`config.mk`:
```
export PLATFORM = sky130hd
export DESIGN_NAME = ea_gen_unit
export DESIGN_NICKNAME = d
export VERILOG_FILES = /design/src/rtl/eag_pkg.sv /design/src/rtl/eag_operand_sel.sv /design/src/rtl/eag_wrap_adder.sv /design/src/rtl/eag_align_check.sv /design/src/rtl/ea_gen_unit.sv
export SDC_FILE = /design/constraint.sdc
export NUM_CORES = 1
export LEC_CHECK = 0
export ABC_CLOCK_PERIOD_IN_PS = 13200
export BUFFER_PORTS_ARGS = -buffer_cell sky130_fd_sc_hd__buf_2
export CORE_AREA = 2 2 103 105
export DETAILED_ROUTE_END_ITERATION = 8
export DIE_AREA = 0 0 105 107
export PLACE_DENSITY = 0.75
export SYNTH_ARGS = -nofsm -noshare
export SYNTH_HDL_FRONTEND = slang
export SYNTH_SLANG_ARGS = --single-unit
```
`constraint.sdc`:
```
create_clock -name clk -period 13.2 [get_ports clk]
set_input_delay 1.32 -clock clk [delete_from_list [all_inputs] [get_ports clk]]
set_output_delay 1.32 -clock clk [all_outputs]
set_load 0.03 [all_outputs]
```
`src/rtl/eag_pkg.sv`:
```
// Package: shared mode encoding for the effective address generation unit.
// Assumes: the mode field is three bits wide and encodings 6 and 7 both select sequential fetch.
package eag_pkg;

    typedef enum logic [2:0] {
        MODE_D_IMM  = 3'd0,
        MODE_D_IDX  = 3'd1,
        MODE_D_REG  = 3'd2,
        MODE_B_DISP = 3'd3,
        MODE_B_LR   = 3'd4,
        MODE_B_CTR  = 3'd5,
        MODE_SEQ    = 3'd6,
        MODE_SEQ_RS = 3'd7
    } ea_mode_e;

    localparam int INSN_BYTES = 4;

endpackage

```
`src/rtl/eag_operand_sel.sv`:
```
// Module: picks the two adder operands for each mode and says whether the
// result is a data address and whether its low two bits must be cleared.
// Assumes: ADDR_W >= DISP_W + 2; imm is already sign-extended by the decoder.
module eag_operand_sel
    import eag_pkg::*;
#(
    parameter int ADDR_W = 32,
    parameter int DISP_W = 24,
    parameter int RIDX_W = 5
) (
    input  logic [2:0]        mode,
    input  logic [RIDX_W-1:0] ra_idx,
    input  logic [ADDR_W-1:0] rs_a,
    input  logic [ADDR_W-1:0] rs_b,
    input  logic [ADDR_W-1:0] imm,
    input  logic [DISP_W-1:0] disp,
    input  logic              abs_flag,
    input  logic [ADDR_W-1:0] cur_pc,
    input  logic [ADDR_W-1:0] lr,
    input  logic [ADDR_W-1:0] ctr,
    output logic [ADDR_W-1:0] opnd_x,
    output logic [ADDR_W-1:0] opnd_y,
    output logic              clr_low2,
    output logic              is_data
);

    localparam int EXT_W = ADDR_W - DISP_W - 2;

    logic [ADDR_W-1:0] base_or_zero;
    logic [ADDR_W-1:0] disp_bytes;
    ea_mode_e          mode_e;

    assign mode_e       = ea_mode_e'(mode);
    assign base_or_zero = (ra_idx == '0) ? '0 : rs_a;
    assign disp_bytes   = {{EXT_W{disp[DISP_W-1]}}, disp, 2'b00};

    // Operand routing per address mode.
    always_comb begin
        opnd_x   = '0;
        opnd_y   = '0;
        clr_low2 = 1'b0;
        is_data  = 1'b0;
        unique case (mode_e)
            MODE_D_IMM: begin
                opnd_x  = base_or_zero;
                opnd_y  = imm;
                is_data = 1'b1;
            end
            MODE_D_IDX: begin
                opnd_x  = base_or_zero;
                opnd_y  = rs_b;
                is_data = 1'b1;
            end
            MODE_D_REG: begin
                opnd_x  = rs_a;
                is_data = 1'b1;
            end
            MODE_B_DISP: begin
                opnd_x = abs_flag ? '0 : cur_pc;
                opnd_y = disp_bytes;
            end
            MODE_B_LR: begin
                opnd_x   = lr;
                clr_low2 = 1'b1;
            end
            MODE_B_CTR: begin
                opnd_x   = ctr;
                clr_low2 = 1'b1;
            end
            default: begin
                opnd_x = cur_pc;
                opnd_y = ADDR_W'(INSN_BYTES);
            end
        endcase
    end

endmodule

```
`src/rtl/eag_wrap_adder.sv`:
```
// Module: W-bit ripple adder whose carry out of the top bit is dropped,
// giving modulo-2^W arithmetic.
// Assumes: W >= 2.
module eag_wrap_adder #(
    parameter int W = 32
) (
    input  logic [W-1:0] a,
    input  logic [W-1:0] b,
    output logic [W-1:0] sum
);

    logic [W-1:0] carry;

    assign carry[0] = 1'b0;

    for (genvar i = 0; i < W; i++) begin : g_bit
        assign sum[i] = a[i] ^ b[i] ^ carry[i];
        if (i < W - 1) begin : g_carry
            assign carry[i+1] = (a[i] & b[i]) | (carry[i] & (a[i] ^ b[i]));
        end
    end

endmodule

```
`src/rtl/eag_align_check.sv`:
```
// Module: flags an address that is not a multiple of the operand length
// 2**size_code bytes, but only when the check is enabled.
// Assumes: 2**SIZE_W - 1 < ADDR_W.
module eag_align_check #(
    parameter int ADDR_W = 32,
    parameter int SIZE_W = 2
) (
    input  logic [ADDR_W-1:0] addr,
    input  logic [SIZE_W-1:0] size_code,
    input  logic              enable,
    output logic              misaligned
);

    localparam int NSIZES = 1 << SIZE_W;

    logic [NSIZES-1:0] bad_for_size;

    for (genvar g = 0; g < NSIZES; g++) begin : g_size
        localparam logic [ADDR_W-1:0] LOW_MASK = (ADDR_W'(1) << g) - ADDR_W'(1);
        assign bad_for_size[g] = |(addr & LOW_MASK);
    end

    assign misaligned = enable & bad_for_size[size_code];

endmodule

```
`src/rtl/ea_gen_unit.sv`:
```
// Module: top of the effective address generation unit. Selects operands,
// adds them modulo 2^ADDR_W, clears the low bits of register-indirect branch
// targets, checks alignment and registers the result with one cycle of latency.
// Assumes: synchronous active-low reset; the outputs hold while no request arrives.
module ea_gen_unit
    import eag_pkg::*;
#(
    parameter int ADDR_W = 32,
    parameter int DISP_W = 24,
    parameter int RIDX_W = 5,
    parameter int SIZE_W = 2
) (
    input  logic              clk,
    input  logic              rst_n,
    input  logic              in_valid,
    input  logic [2:0]        mode,
    input  logic [RIDX_W-1:0] ra_idx,
    input  logic [ADDR_W-1:0] rs_a,
    input  logic [ADDR_W-1:0] rs_b,
    input  logic [ADDR_W-1:0] imm,
    input  logic [DISP_W-1:0] disp,
    input  logic              abs_flag,
    input  logic [ADDR_W-1:0] cur_pc,
    input  logic [ADDR_W-1:0] lr,
    input  logic [ADDR_W-1:0] ctr,
    input  logic [SIZE_W-1:0] op_size,
    output logic              out_valid,
    output logic [ADDR_W-1:0] ea,
    output logic              misaligned
);

    logic [ADDR_W-1:0] opnd_x;
    logic [ADDR_W-1:0] opnd_y;
    logic [ADDR_W-1:0] raw_sum;
    logic [ADDR_W-1:0] ea_next;
    logic              clr_low2;
    logic              is_data;
    logic              mis_next;

    eag_operand_sel #(
        .ADDR_W (ADDR_W),
        .DISP_W (DISP_W),
        .RIDX_W (RIDX_W)
    ) u_sel (
        .mode     (mode),
        .ra_idx   (ra_idx),
        .rs_a     (rs_a),
        .rs_b     (rs_b),
        .imm      (imm),
        .disp     (disp),
        .abs_flag (abs_flag),
        .cur_pc   (cur_pc),
        .lr       (lr),
        .ctr      (ctr),
        .opnd_x   (opnd_x),
        .opnd_y   (opnd_y),
        .clr_low2 (clr_low2),
        .is_data  (is_data)
    );

    eag_wrap_adder #(
        .W (ADDR_W)
    ) u_add (
        .a   (opnd_x),
        .b   (opnd_y),
        .sum (raw_sum)
    );

    // Force word alignment of register-indirect branch targets.
    always_comb begin
        ea_next = raw_sum;
        if (clr_low2) begin
            ea_next[1:0] = 2'b00;
        end
    end

    eag_align_check #(
        .ADDR_W (ADDR_W),
        .SIZE_W (SIZE_W)
    ) u_align (
        .addr       (ea_next),
        .size_code  (op_size),
        .enable     (is_data),
        .misaligned (mis_next)
    );

    // Output register: capture on a request, clear on reset.
    always_ff @(posedge clk) begin
        if (!rst_n) begin
            out_valid  <= 1'b0;
            ea         <= '0;
            misaligned <= 1'b0;
        end else begin
            out_valid <= in_valid;
            if (in_valid) begin
                ea         <= ea_next;
                misaligned <= mis_next;
            end
        end
    end

endmodule

```
---- Yosys cells after proc, flatten, opt, wreduce, memory -nomap -nowiden ----
Cells that the tools add are included.
Widths: inputs -> output; s select.
word-level totals
  register bits after elaboration ......... 34
  output and inout port bits .............. 34
operators by class
  $lt $le $gt $ge ......................... 1
  eq/ne operators ......................... 5
  multiplexer cells ....................... 9
  bitwise operators ....................... 155
  reduce and logical (&&, ||, !) cells .... 8
operators by type and width
  kind                number
  $pmux 32 s5         1
  $pmux 32 s4         1
  $mux 32             2
  $xor 1x1->1         63
  $and 1x1->1         62
  $or 1x1->1          30
  $reduce_or 3->1     3
  $eq 3x2->1 const B  2
  $eq 3x3->1 const B  2
  $reduce_or 2->1     3
  $logic_not 5->1     1
  $eq 3x1->1 const B  1
  $logic_not 3->1     1
  $lt 2x3->1 const B  1
  $mux 1              3
  $bmux 1 s2          1
  $mux 2              1

---- Depth between registers and ports, before layout ----
Gate-level depths: netlist of run 1.
  depth in word-level cells ............... 65
  depth in mapped cells ................... 44

---- Modules after synthesis ----
Synthesis of run 1 repeated with hierarchy kept, for this count alone.
unflattened totals
  cell total of the unflattened synthesis .. 477
  area, all modules ....................... 4367.9 um^2
by module, submodules not included
  module           instances  cells an instance  area an instance (um^2)
  eag_operand_sel  1          325                2368.5
  ea_gen_unit      1          111                1322.5
  eag_wrap_adder   1          37                 655.6
  eag_align_check  1          4                  21.3

---- Least setup slack after synthesis of run 1 ----
Ideal clock, no wire load.
  path kind ............................... input to register
  from .................................... in mode[2]
  to ...................................... reg ea[31]
  library setup time ...................... 0.135 ns
  arrival ................................. 13.713 ns
  required time ........................... 13.065 ns
  slack ................................... -0.648 ns
  stages on the path ...................... 43
  cell sequence ........................... clkbuf_1 a21oi_1 o31a_1 clkbuf_1 a221o_1 ha_1 inv_1 fa_1 fa_1 inv_1 fa_1 fa_1 fa_1 fa_1 fa_1 fa_1 fa_1 fa_1 [... 7 more ...] fa_1 fa_1 fa_1 fa_1 fa_1 fa_1 fa_1 fa_1 fa_1 fa_1 fa_1 fa_1 fa_1 fa_1 or3b_2 o22a_1 a2111oi_0 o32ai_1
on the way
  cells in the longest elaborated chain, start to end .. 65
RTL lines
  element                                                              line                   source
  from (decl)                                                          ea_gen_unit.sv:16      input logic [2:0] mode,
  $eq 3x2->1 (tied with other cells)                                   eag_operand_sel.sv:43  unique case (mode_e)
  $reduce_or 3->1 (no source line) or $reduce_or 2->1 (tied branches)  n/a
  $pmux 32 s4 or $pmux 32 s5 (tied branches)                           eag_operand_sel.sv:43
  $and 1x1->1 or $xor 1x1->1 (tied branches)                           eag_wrap_adder.sv:19   assign carry[i+1] = (a[i] & b[i]) | (carry[i] & (a[i] ^ b[i]));
  $and 1x1->1                                                          eag_wrap_adder.sv:19
  $or 1x1->1                                                           eag_wrap_adder.sv:19
  $and 1x1->1                                                          eag_wrap_adder.sv:19
  $or 1x1->1                                                           eag_wrap_adder.sv:19
  [... 49 more ...]                                                    n/a
  $or 1x1->1                                                           eag_wrap_adder.sv:19
  $and 1x1->1                                                          eag_wrap_adder.sv:19
  $or 1x1->1                                                           eag_wrap_adder.sv:19
  $and 1x1->1                                                          eag_wrap_adder.sv:19
  $or 1x1->1                                                           eag_wrap_adder.sv:19
  $and 1x1->1                                                          eag_wrap_adder.sv:19
  $or 1x1->1                                                           eag_wrap_adder.sv:19
  $xor 1x1->1 (*)                                                      eag_wrap_adder.sv:17   assign sum[i] = a[i] ^ b[i] ^ carry[i];
  to (signal assigned)                                                 ea_gen_unit.sv:96      ea <= ea_next;
  to (decl)                                                            ea_gen_unit.sv:28      output logic [ADDR_W-1:0] ea,
Mark *: on every way between the ends. The rest lies on a longest branch, timed or not.
A chain may end at the register's enable or synchronous reset.

---- Worst setup path in the final report of run 1 ----
  from .................................... in mode[0]
  to ...................................... reg ea[31]
The elaborated chain is that of the path after synthesis.

==> results of run 1 <==
==> stage by stage <==
| stage | power, mW | setup WS, ps |
|---|---|---|
| 5_1_grt | 0.426 | 8.18 |
| 3_5_place_dp | 0.319 | -562 |
| 3_3_place_gp | 0.314 | -321 |
| 6_report | 0.400 | 458 |
| 2_1_floorplan | 0.238 | 6.64 |
| 4_1_cts | 0.398 | 40.9 |
==> cells in the final DEF (no fill, tap or decap), types with 2 or more instances in the layout <==
master	instances
o21ai_0	8
nor3_1	2
a222oi_1	16
o211a_1	16
a221o_1	15
a21oi_1	23
fa_2	27
inv_1	11
mux2_2	16
nor2_1	54
nand2b_1	5
diode_2	2
nand2_1	20
a21boi_0	2
o311a_1	2
nor2b_1	17
a22oi_1	6
or2_2	13
fa_1	3
mux2i_1	57
buf_2	262
buf_4	22
dfxtp_1	34
clkbuf_8	6
==> sequential cells by signal, summed over array words and instances, names as in the netlist <==
signal and count:
misaligned 1, ea 32, out_valid 1
==> critical path: cells and delay by family <==
kind	cells	cell delay, ps
AO/OA/AOI/OAI	5	980
adder cells (fa/ha/maj)	31	9570
buffers and inverters	4	320
AND/OR/NAND/NOR	2	640
==> layer usage <==
metal  share of wire  up-vias  wire length, µm
met5               0        -                0
met4           0.026        0              387
met3           0.056       28              828
met2            0.47      177             6890
met1            0.45     1986             6670
li1                -     1962                -
==> final timing paths <==
check             start          to  slack [ps]  cells past startpoint
max reg2reg      ea[30]      ea[30]       12530                      1
max             mode[0]      ea[31]         460                     42
min          misaligned  misaligned         480                      2
min reg2reg  misaligned  misaligned         480                      2
==> final cells by class <==
class,count,area (µm²)
Fill cell,1010,4830
Multi-Input combinational cell,318,2770
Timing Repair Buffer,285,1500
Sequential cell,34,681
Tap cell,136,170
Clock buffer,7,86.3
Inverter,11,41.3
Clock inverter,1,5.00
Antenna cell,2,5.00
==> kinds of logic after synthesis <==
logic type	after synthesis
buffers and inverters	49
AOI/OAI and AO/OA	97
and+or+nand+nor	117
muxes	73
adders and majority gates	31
DFF	34
==> what timing repair did <==
action / CTS / global route
hold buffers: 0 / 0
resized for setup: 6 / 12
pin swaps: 1 / 8
setup endpoints to repair: 2 / 2
==> power by group through the flow <==
stage               clock, mW  sequential [mW]  combinational, mW
CTS                    0.0806            0.120              0.198
global route           0.0853            0.121              0.219
global placement            0            0.122              0.192
finish                 0.0798            0.120              0.200
floorplan                   0            0.144             0.0933
detailed placement          0            0.122              0.197
==> impl_metrics.tcl, run 1 <==
set metrics [dict create \
    intPower_mw 0.248 \
    p_seq_frac 0.299 \
    h-tree-depth 2 \
    dp.cells 784 \
    dieArea_um2 11200 \
    synth_compound_area_frac 0.217 \
    final_area_um2 5260 \
    grt_usage 0.254 \
    critPathMaxFanout 3 \
    relSlewSlack 0.320 \
    swShare 0.380 \
    tightest_slew_ps 1020 \
    post_cts_buffers 0 \
    ys_top_cells_by_count "57 x mux2i_1, 54 x nor2_1, 34 x dfxtp_1, 30 x fa_1" \
    route.detailed.drc 0 \
    clock-sinks 34 \
    wl_per_cell_um 18.6 \
    dr.pass1.iters 7 \
    grt_overflow 0 \
    postSynthAreaPerCell_um2 8.92 \
    utilization 0.521 \
    period_needed_ps 12740 \
    ys_seq_area_frac 0.190 \
    rsz0062_at_grt "false" \
    grt_max_degree 52 \
    finClkSkew_ps 0 \
    drive_gt1_frac 0.537 \
    ant_nets 0 \
    synth_area_leaders "dfxtp_1 19%, fa_1 17%, mux2i_1 16%" \
    use_met3 0.0383 \
    pwr-share-comb 0.501 \
    placed_area_um2 5120 \
    maxCapViolations 0 \
    io_pins 264 \
    synth_cells 401 \
    switching_power_mw 0.152 \
    port_buffers 263 \
    synth_top_family_by_area "compound AO/OA/AOI/OAI gates" \
    areaGrowthSynthToFinish_pct 47.0 \
    cts_root_buf "clkbuf_8" \
    clock_latency_ps 280 \
    fin_tns_setup_ps 0 \
    antenna_found_initial 2 \
    yosys.area_share.simple 0.155 \
    clockBufferDepth 2 \
    gp_congestion 0.969 \
    fin_crit_sh 0.965 \
    numCtsBuffers 5 \
    fmax_mhz 78.5 \
    fp.dieW_um 105 \
    synth_top_cell_by_area "dfxtp_1" \
    start_util 0.354 \
    async_flop_share 0 \
    core_area_um2 10100 \
    synth_ff_type "dfxtp_1" \
    hold_slack_ps 477 \
    crit_slowest_cell "or3b_2" \
    clockPowerShare 0.200 \
    syn_area_um2 3580 \
    drt_wl_total_um 14800 \
    timing_hold_violations_final 0 \
    die_h_um 107 \
    rows 37 \
    grt_pass1_wl_um 22100 \
    synth_fa_ha_area_frac 0.171 \
    worstSetupPathType "in -> reg" \
    gr-max-usage-layer "met2" \
    power_density_nw_per_um2 76.1 \
    yosys_warnings 0 \
    synth_cell_types 38 \
    first_iter_violations 271 \
    vias_per_cell 5.23 \
    clk_pin_slew_ps 70 \
    synthXorXnorAreaFrac 0 \
    met2_usage 0.394 \
    fin_cells 794 \
    fin_nets 916 \
    grt_pass1_vias 4107 \
    hp-class "reg -> reg" \
    synth.most_common_cell "mux2i_1" \
    slew_violations 0 \
    grtUsageMet1 0.355 \
    report.final.setup_viol 0 \
    crit_path_start_kind "primary input" \
    synth_top_area_share 0.190 \
    ir_drop_v 0.0000395 \
    critPathMostFrequentCell "fa_2" \
    cp_data_required_time_ps 13320 \
    cts_tree "yes" \
    syn_nets 662 \
    crit_path_end_kind "flip-flop" \
    leakagePower_nw 2.73 \
    max_stage_delay_ps 440 \
    status "completed" \
    synth_edf_count 0 \
    dp_hpwl_um 12500 \
    ys_seq_elements 34 \
    vias 4153 \
    worstPathArrival_ps 12860 \
    synth_mux_area_frac 0.210 \
]
(Power assumes the default switching activity.)
==> run 2, diff against run 1 <==
- ABC_CLOCK_PERIOD_IN_PS: 13200 -> 13080
- CORE_AREA: 2 2 103 105 -> 2 2 101 103
- DIE_AREA: 0 0 105 107 -> 0 0 103 105
- PLACE_DENSITY: 0.75 -> 0.8
- clock period: 13.2 -> 13.08 ns (I/O delays scaled with it)
==> run 2 against run 1 <==
Against the previous run: design area up 0.26%; sequential power is essentially flat; register-to-register slack lost 90 ps; clock power hardly changed; setup slack worse by 21 ps; clock skew unchanged; largest cell class unchanged; largest power group unchanged.
==> impl_metrics.tcl, run 2 (synthesis results as in run 1) <==
set metrics [dict create \
    status "completed" \
    ant_nets 0 \
    clock-sinks 34 \
    clock_latency_ps 280 \
    vias_per_cell 5.25 \
    relSlewSlack 0.328 \
    critPathMaxFanout 7 \
    route.detailed.drc 0 \
    top_register "ea" \
    cts_hold_repair.buffers 0 \
    fmax_mhz 79.1 \
    worst-path-buf-inv 5 \
    maxCapViolations 0 \
    worstSetupPathType "in -> reg" \
    vias 4159 \
    hp-class "reg -> reg" \
    grt_pass1_vias 4174 \
    dieArea_um2 10800 \
    grtUsageMet1 0.392 \
    finClkSkew_ps 0 \
    multi_input_area_um2 2800 \
    gr-max-usage-layer "met2" \
    wl_per_cell_um 18.4 \
    period_needed_ps 12640 \
    fin_crit_sh 0.967 \
    report.final.setup_viol 0 \
    start_util 0.371 \
    layout_commonest_cell "buf_2" \
    crit_path_start_kind "primary input" \
    leakagePower_nw 2.74 \
    port_buffers 263 \
    crit_slowest_cell "or3b_2" \
    h-tree-depth 2 \
    crit_path_end_kind "flip-flop" \
    first_iter_violations 318 \
    rows 36 \
    drt_wl_total_um 14600 \
    drive_gt1_frac 0.542 \
    reg2reg_slack_ps 12440 \
    io_pins 264 \
    rsz0062_at_grt "false" \
    core_area_um2 9640 \
    areaGrowthSynthToFinish_pct 47.4 \
    grt_usage 0.267 \
    grt_overflow 0 \
    cts_root_buf "clkbuf_8" \
    tightest_slew_ps 1010 \
    dr.pass1.iters 6 \
    cp_data_required_time_ps 13200 \
    clk_pin_slew_ps 70 \
    grt_pass1_wl_um 22300 \
    power_density_nw_per_um2 76.7 \
    antenna_found_initial 2 \
    fp.dieW_um 103 \
    utilization 0.547 \
    mostFrequentLayoutCells "263 x buf_2, 57 x mux2i_1, 54 x nor2_1" \
    power_mw 0.404 \
    top_regs "ea x32, misaligned x1, out_valid x1" \
    die_h_um 105 \
    fin_nets 917 \
    worstPathArrival_ps 12760 \
    gp_congestion 0.963 \
    clockBufferDepth 2 \
    use_met3 0.0341 \
    timing_hold_violations_final 0 \
    cts_tree "yes" \
    crit_family "adder cells" \
    fin_tns_setup_ps 0 \
    dp_hpwl_um 12300 \
    numCtsBuffers 5 \
    largest_register_ffs 32 \
    critPathMostFrequentCell "fa_2" \
    max_stage_delay_ps 440 \
    regArea_um2 681 \
    slew_violations 0 \
    final.fill_count 981 \
    grt_max_degree 52 \
    ir_drop_v 0.0000390 \
    met2_usage 0.404 \
]
[run 2: cell count changes in the layout (fill, tap and decap cells not counted), sizes merged]
cell  previous run  this run
buf            285       286
[run 2: path summary, 6_finish.rpt]
path | end | from | cells after the start
min reg2reg | ea[25] | ea[25] | 1
max reg2reg | ea[8] | ea[8] | 2
max | ea[31] | mode[1] | 43
min | ea[25] | ea[25] | 1
[run 2: metrics by stage]
step / std cells / cell area, µm² / hold WS, ps / worst slack [ps]
global route: 792 / 5270 / 494 / 1.06
finish: 792 / 5270 / 474 / 436
CTS: 789 / 5230 / 479 / 19.4
global placement: 781 / 5110 / 457 / -270
floorplan: 401 / 3650 / 596 / 19.9
detailed placement: 781 / 5110 / 463 / -512
[run 2: worst reg2reg max path: stages, from the launching register on]
cell,delay (ps)
dfxtp_1,320
mux2i_1,140
nor2b_1,70
[run 2: report_power, final]
part           switching [mW]  internal (mW)  total, mW  leakage [nW]
clock network          0.0375         0.0425     0.0799        0.0482
logic                   0.110         0.0931      0.203          2.41
registers             0.00617          0.115      0.121         0.281
total                   0.154          0.251      0.404          2.74
[run 2: what timing repair did]
action	in CTS	in global routing
resized for setup	8	8
setup endpoints to repair	1	1
pin swaps	2	11
setup buffers	0	1
[run 2: area by class of cell]
cell class	count	area share
Multi-Input combinational cell	318	0.531
Timing Repair Buffer	286	0.282
Sequential cell	34	0.129
Tap cell	133	0.0316
Clock buffer	7	0.0164
Inverter	11	0.00783
Clock inverter	1	0.000949
Antenna cell	2	0.000949
[run 2: per-layer routing]
layer	share of wire	up-vias
li1	-	1968
met1	0.45	1979
met2	0.47	185
met3	0.060	27
met4	0.025	0
met5	0	-
==> run 3, diff against run 2 <==
- ABC_CLOCK_PERIOD_IN_PS: 13080 -> 14600
- CORE_AREA: 2 2 101 103 -> 2 2 104 106
- DIE_AREA: 0 0 103 105 -> 0 0 106 108
- PLACE_DENSITY: 0.8 -> 0.77
- clock period: 13.08 -> 14.6 ns (I/O delays scaled with it)
==> run 3 against run 2 <==
Against the previous run: the run now ends with design-rule violations left; design area is 3.8% lower; register-to-register slack better by 1500 ps; sequential share of layout area is 0.50 points higher; flip-flop and latch count stayed put; count of clock-buffer cells in the layout is 2 lower; critical path type unchanged; wire length hardly changed; highest routed layer unchanged; global-route usage is 1.9 points lower; largest cell class unchanged.
==> impl_metrics.tcl, run 3 (synthesis results as in run 1) <==
set metrics [dict create \
    core_area_um2 10200 \
    dr.pass1.iters 9 \
    port_buffers 263 \
    h-tree-depth 2 \
    antenna_found_initial 1 \
    crit_slowest_cell "fa_1" \
    dieArea_um2 11400 \
    crit_path_start_kind "primary input" \
    gp_congestion 0.923 \
    largest_register_ffs 32 \
    vias 4074 \
    drt_wl_total_um 14600 \
    violations "design-rule violations" \
    start_util 0.350 \
    report.final.setup_viol 0 \
    vias_per_cell 5.22 \
    cts_hold_repair.buffers 0 \
    critPathMostFrequentCell "fa_1" \
    fin_crit_sh 0.953 \
    pre_cts_slack_ps 132 \
    status "finished with violations" \
    critPathMaxFanout 8 \
    clockBufferDepth 2 \
    dp_hpwl_um 12400 \
    drive_gt1_frac 0.486 \
    r2r_start "ea[5]" \
    setup_ws_ps 693 \
    rsz0062_at_grt "false" \
    clock_latency_ps 280 \
    leakagePower_nw 2.69 \
    maxCapViolations 0 \
    layout_commonest_cell "buf_2" \
    wl_per_cell_um 18.7 \
    numCtsBuffers 5 \
    period_needed_ps 13910 \
    holdCritStartpoint "ea[31]" \
    io_pins 264 \
    route.detailed.drc 2 \
    power_density_nw_per_um2 68.3 \
    tightest_slew_ps 993 \
    ant_nets 0 \
    timing.rr.end "ea[5]" \
    first_iter_violations 351 \
    utilization 0.496 \
    slew_violations 0 \
    max_stage_delay_ps 470 \
    grt_pass1_vias 4028 \
    r2r_cells 2 \
    grt_overflow 0 \
    cts_root_buf "clkbuf_8" \
    fin_tns_setup_ps 0 \
    final.fill_count 1022 \
    cp-endpoint "ea[31]" \
    cts_tree "yes" \
    worstPathArrival_ps 14030 \
    clock-sinks 34 \
    ir_drop_v 0.0000409 \
    hp-class "reg -> reg" \
    clk_pin_slew_ps 60 \
    rows 37 \
    worstSetupPathType "in -> reg" \
    top_register "ea" \
    mostFrequentLayoutCells "263 x buf_2, 57 x mux2i_1, 54 x nor2_1" \
    die_h_um 108 \
    reg2reg_slack_ps 13940 \
    fmax_mhz 71.9 \
    top_regs "ea x32, misaligned x1, out_valid x1" \
    finClkSkew_ps 0 \
    startpoint "mode[0]" \
    fin_nets 905 \
    cp_data_required_time_ps 14720 \
    grt_pass1_wl_um 22000 \
    areaGrowthSynthToFinish_pct 41.9 \
    grt_usage 0.249 \
    grt_max_degree 52 \
    crit_path_end_kind "flip-flop" \
    timing_hold_violations_final 0 \
    relSlewSlack 0.338 \
    fp.dieW_um 106 \
]
## run 3: power by group
part | switching, mW | internal (mW) | leakage [nW] | total (mW)
clock network | 0.0321 | 0.0319 | 0.0438 | 0.0640
registers | 0.00551 | 0.103 | 0.281 | 0.109
logic | 0.0962 | 0.0776 | 2.36 | 0.174
## run 3: worst max-delay path, delay by kind of cell
| kind | cells | cell delay [ps] |
|---|---|---|
| buffers and inverters | 4 | 400 |
| and+or+nand+nor | 2 | 660 |
| AOI/OAI and AO/OA | 5 | 1100 |
| adders and majority gates | 31 | 10460 |
## run 3: worst min path at each step
stage | endpoint | slack, ps | depth (start not counted)
after floorplan | ea[31] | 600 | 2
after global placement | ea[21] | 460 | 1
after detailed placement | ea[27] | 460 | 1
after CTS | ea[31] | 470 | 2
after global routing | ea[19] | 490 | 1
final | ea[31] | 470 | 2
## run 3: per-stage QoR
stage | power (mW) | instance area (µm²) | cells | hold slack [ps]
6_report | 0.347 | 5070 | 781 | 472
3_5_place_dp | 0.284 | 4990 | 773 | 462
4_1_cts | 0.348 | 5060 | 780 | 474
3_3_place_gp | 0.281 | 4990 | 773 | 459
5_1_grt | 0.369 | 5070 | 781 | 492
2_1_floorplan | 0.212 | 3580 | 401 | 596
## run 3: metal layers
layer	GRT usage	vias up	routed length [µm]
met1	0.355	1935	6470
li1	-	1940	-
met3	0.0295	28	878
met2	0.399	171	6930
met4	0.0667	0	313
met5	0	-	0
## run 3: what timing repair did
item                                    CTS  global route
gates resized for setup                   0             2
buffers inserted                          0             0
endpoints found under the setup margin    0             1
## run 3: area by class of cell
cell class	instances	area [µm²]	area share
sequential	34	681	0.134
inverter	11	41.3	0.00814
multi-input combinational	318	2700	0.532
tap	136	170	0.0335
clock inverter	2	10.0	0.00197
clock buffer	5	68.8	0.0136
antenna	1	2.50	0.000493
timing repair buffer	274	1400	0.276
